`src/rtl/mcdiv_pkg.sv`:
```
package mcdiv_pkg;

  localparam int FLD_W = 2;

  // Ratio family of a stage: {1,2,3} or {1,2,4}
  typedef enum logic {KIND_TRI, KIND_POW} stg_kind_e;

  // Terminal count (ratio - 1) for a stage code; unused code means pass-through
  function automatic logic [FLD_W-1:0] lim_of(stg_kind_e kind, logic [FLD_W-1:0] code);
    logic [FLD_W-1:0] lim;
    case (code)
      2'b01:   lim = 2'd1;
      2'b10:   lim = (kind == KIND_POW) ? 2'd3 : 2'd2;
      default: lim = 2'd0;
    endcase
    return lim;
  endfunction

endpackage

```
`src/rtl/mcdiv_stage.sv`:
```
module mcdiv_stage
  import mcdiv_pkg::*;
#(
  parameter stg_kind_e KIND = KIND_TRI
) (
  input  logic             clk,
  input  logic             rst,
  input  logic             restart,
  input  logic             en_in,
  input  logic [FLD_W-1:0] code,
  output logic             en_out
);

  logic [FLD_W-1:0] cnt;
  logic [FLD_W-1:0] lim;

  assign lim    = lim_of(KIND, code);
  assign en_out = en_in && (cnt == lim);

  always_ff @(posedge clk) begin
    if (rst || restart) begin
      cnt <= '0;
    end else if (en_in) begin
      cnt <= (cnt == lim) ? '0 : FLD_W'(cnt + 1'b1);
    end
  end

endmodule

```
`src/rtl/mcdiv_rate.sv`:
```
module mcdiv_rate #(
  parameter int SMP_DIV = 256,
  parameter int LGD_DIV = 128
) (
  input  logic clk,
  input  logic rst,
  input  logic tick,
  output logic bnd,
  output logic lgd_hit
);

  localparam int CW = $clog2(SMP_DIV);
  localparam logic [CW-1:0] SMP_LAST = CW'(SMP_DIV - 1);
  localparam logic [CW-1:0] LGD_MASK = CW'(LGD_DIV - 1);

  logic [CW-1:0] cnt;

  assign bnd     = tick && (cnt == SMP_LAST);
  assign lgd_hit = tick && ((cnt & LGD_MASK) == LGD_MASK);

  always_ff @(posedge clk) begin
    if (rst) begin
      cnt <= '0;
    end else if (tick) begin
      cnt <= bnd ? '0 : CW'(cnt + 1'b1);
    end
  end

endmodule

```
`src/rtl/mcdiv_top.sv`:
```
module mcdiv_top
  import mcdiv_pkg::*;
#(
  parameter int NSTG    = 3,
  parameter int CFG_W   = 8,
  parameter int SMP_DIV = 256,
  parameter int LGD_DIV = 128
) (
  input  logic             clk,
  input  logic             rst,
  input  logic [CFG_W-1:0] div_cfg,
  output logic             ick_en,
  output logic             smp_stb,
  output logic             lgd_stb
);

  localparam int ACT_W = NSTG * FLD_W;

  logic [ACT_W-1:0] act_cfg;
  logic [NSTG:0]    en_chain;
  logic             bnd;
  logic             lgd_hit;

  assign en_chain[0] = 1'b1;

  generate
    for (genvar i = 0; i < NSTG; i++) begin : g_stg
      localparam stg_kind_e K = (i == NSTG - 1) ? KIND_POW : KIND_TRI;
      mcdiv_stage #(.KIND(K)) u_stg (
        .clk     (clk),
        .rst     (rst),
        .restart (bnd),
        .en_in   (en_chain[i]),
        .code    (act_cfg[i*FLD_W +: FLD_W]),
        .en_out  (en_chain[i+1])
      );
    end
    if (CFG_W > ACT_W) begin : g_spare
      logic cfg_spare_unused;
      assign cfg_spare_unused = ^div_cfg[CFG_W-1:ACT_W];
    end
  endgenerate

  mcdiv_rate #(.SMP_DIV(SMP_DIV), .LGD_DIV(LGD_DIV)) u_rate (
    .clk     (clk),
    .rst     (rst),
    .tick    (en_chain[NSTG]),
    .bnd     (bnd),
    .lgd_hit (lgd_hit)
  );

  always_ff @(posedge clk) begin
    if (rst) begin
      act_cfg <= '0;
      ick_en  <= 1'b0;
      smp_stb <= 1'b0;
      lgd_stb <= 1'b0;
    end else begin
      if (bnd) act_cfg <= div_cfg[ACT_W-1:0];
      ick_en  <= en_chain[NSTG];
      smp_stb <= bnd;
      lgd_stb <= lgd_hit;
    end
  end

endmodule

```
`config.mk`:
```
export PLATFORM = sky130hd
export DESIGN_NAME = mcdiv_top
export DESIGN_NICKNAME = d
export VERILOG_FILES = /design/src/rtl/mcdiv_pkg.sv /design/src/rtl/mcdiv_stage.sv /design/src/rtl/mcdiv_rate.sv /design/src/rtl/mcdiv_top.sv
export SDC_FILE = /design/constraint.sdc
export NUM_CORES = 1
export LEC_CHECK = 0
export BUFFER_PORTS_ARGS = -buffer_cell sky130_fd_sc_hd__buf_4
export CAP_MARGIN = 15
export CORE_ASPECT_RATIO = 0.8
export CORE_MARGIN = 5
export CORE_UTILIZATION = 41
export DETAILED_ROUTE_END_ITERATION = 6
export GPL_TIMING_DRIVEN = 1
export PLACE_DENSITY = 0.68
export REMOVE_ABC_BUFFERS = 1
export SYNTH_ARGS = -nofsm -noshare
export SYNTH_HDL_FRONTEND = slang
export SYNTH_HIERARCHICAL = 1
export SYNTH_SLANG_ARGS = --single-unit
```
`constraint.sdc`:
```
create_clock -name clk -period 3.5 [get_ports clk]
set_input_delay 0.35 -clock clk [delete_from_list [all_inputs] [get_ports clk]]
set_output_delay 0.35 -clock clk [all_outputs]
set_load 0.02 [all_outputs]
```
==> reports/results.tsv <==
metric	value	unit
required	3700	ps
postSynthCellCount	119	
grt_max_degree	20	
clk_pin_slew	120	ps
fin_tns_setup	0	ps
setup_viol_count_final	0	
p_leak	0.0004603	uW
cts_buffers	3	
ys_ff_latch	23	
synth_area_leaders	dfxtp_1, mux2i_1, nor2_1	
start_util	41.59	%
yosysTopAreaCellShare	40.98	%
grt_pass1_vias	792	
tightestPinTransition	594.0	ps
io_buffers	10	
hold_class	primary input to flip-flop	
clkLatencyLatePin	310	ps
dieArea	3894	um2
cts_hold_buffers	0	
synth_area_leader_cell	dfxtp_1	
clk_path_buf_depth	2	
num_vias	859	
reg2reg_setup_slack	650	ps
avgSynthCellArea	9.442	um2
slew_violations	0	
clockRootBuffer	clkbuf_4	
drt_first_pass_iters	4	
place_hpwl	1503	um
outcome	finished, final reports clean	
drc	0	
worstPathArrival	3050	ps
core	2701	um2
ys_seq_area_share	40.98	%
num_antenna_cells	0	
htree_levels	1	
drive_gt1_share	19.26	%
crit_type	flip-flop to flip-flop	
finalPower	412.9	uW
synthArstFlopShare	0	%
synth_area	1124	um2
row_count	17	
maxCapViolCount	0	
layout.nets	148	
cts.sinks	23	
gp_congestion	0.7205	
drt_iter0_drc	27	
finalCriticalPeriod	2851	ps
antenna_left	0	
cts_tree	yes	
timing.slew.headroom	60.06	%
fill_cells	255	
grt_overflow_total	0	
ys.flop_type	dfxtp_1	
die_w	68.53	um
synth_most_common_cell	dfxtp_1	
rsz0062_at_grt	false	
cts_setup_buffers	0	
viasPerCell	4.965	
end_kind	flip-flop	
finalClockSkew	5.027	ps
synth_edf_count	0	
p_per_area	322.9	nW/um2
critPathMaxFanout	9	
yosys.cell_types.count	29	
detail_route.wl_per_cell	11.37	um
ys_top_cells_by_count	dfxtp_1, nor2_1, a21oi_1	
finalHoldViolations	0	
period_share	81.46	%
die_h	56.82	um
start_kind	flip-flop	
grtUsageTotal	11.06	%
grt_first_pass_wirelength	3325	um
antenna_found_initial	0	
ys_warn_count	6	
syn2layout_area_growth	13.81	%
post_cts_resized	0	
max_clock_freq	350.8	MHz
ir_worst_vdd	0.2119	mV
pin_count	13	
routed_wl	1967	um
## report_power, final
group	internal [uW]	total, uW	switching, uW
sequential	265	268	3.44
clock	44.5	118	73.5
combinational	12.7	26.7	14.0
total	322	413	90.9
## cell usage in the layout, fill, tap and decap left out, drive strengths merged
master / n
nand2b: 2
nor3b: 3
nor4: 4
and3: 1
clkbuf: 4
o31ai: 2
ha: 2
xor2: 4
o21ai: 2
xnor2: 2
inv: 4
nand2: 6
o221a: 2
nor2: 14
a21oi: 10
nand3b: 2
nand4: 3
nor3: 5
buf: 11
or3: 2
o31a: 3
conb: 5
a211o: 3
mux2i: 7
dfxtp: 23
a211oi: 1
or4: 1
nor2b: 7
## state kept, by name, summed over array words and instances (netlist names)
register / cells
act_cfg: 6
lgd_stb: 1
smp_stb: 1
u_rate/cnt: 8
g_stg.u_stg/cnt: 6
ick_en: 1
## cell families after synthesis
family / synth area share [%]
buffers and inverters: 3.229
DFF: 40.98
and+or+nand+nor: 27.84
other: 0.3338
xor gates and xnor gates: 4.677
muxes: 6.236
adders and majority gates: 2.227
AOI/OAI and AO/OA: 14.48
## path summary, 6_finish.rpt
check | start | end | cells past startpoint
worst max-delay path | act_cfg[1] | act_cfg[4] | 10
worst max register to register | act_cfg[1] | act_cfg[4] | 10
worst min-delay path | div_cfg[1] | act_cfg[1] | 3
worst min register to register | u_rate/cnt[7] | u_rate/cnt[7] | 2
## routing by layer
metal | global-route usage, % | share of wire, %
met3 | 4.800 | 5.4
met5 | 0 | 0
met2 | 17.01 | 46
met1 | 14.41 | 49
met4 | 1.700 | 0
## metrics by stage
step	cell area, um2	util [%]	setup slack [ps]	hold WS (ps)	cells
2_1_floorplan	1117	-	410.8	414.6	120
3_3_place_gp	1252	46.36	697.4	466.6	169
3_5_place_dp	1252	46.36	633.1	484.0	169
4_1_cts	1279	47.34	593.7	266.1	173
5_1_grt	1279	47.34	334.9	268.3	173
6_report	1279	47.34	649.0	275.0	173
## cell type report
class	instances	area, um2	share of cell area [%]
flip-flops and latches	23	460.4	36.01
repair buffers	11	82.58	6.458
multi-input cells	93	646.9	50.59
inverters	4	15.01	1.174
well taps	38	47.55	3.718
clock buffers	4	26.28	2.055
## worst max-delay path: stages (launching register included)
cell and delay (ps):
dfxtp_1 360, nor2b_1 160, nor4_2 260, o31a_1 270
o31a_1 210, and3_2 290, nand4_4 150, nor3_2 490
buf_4 280, mux2i_1 210, nor2_1 60
Power figures use the tool's default switching activity.
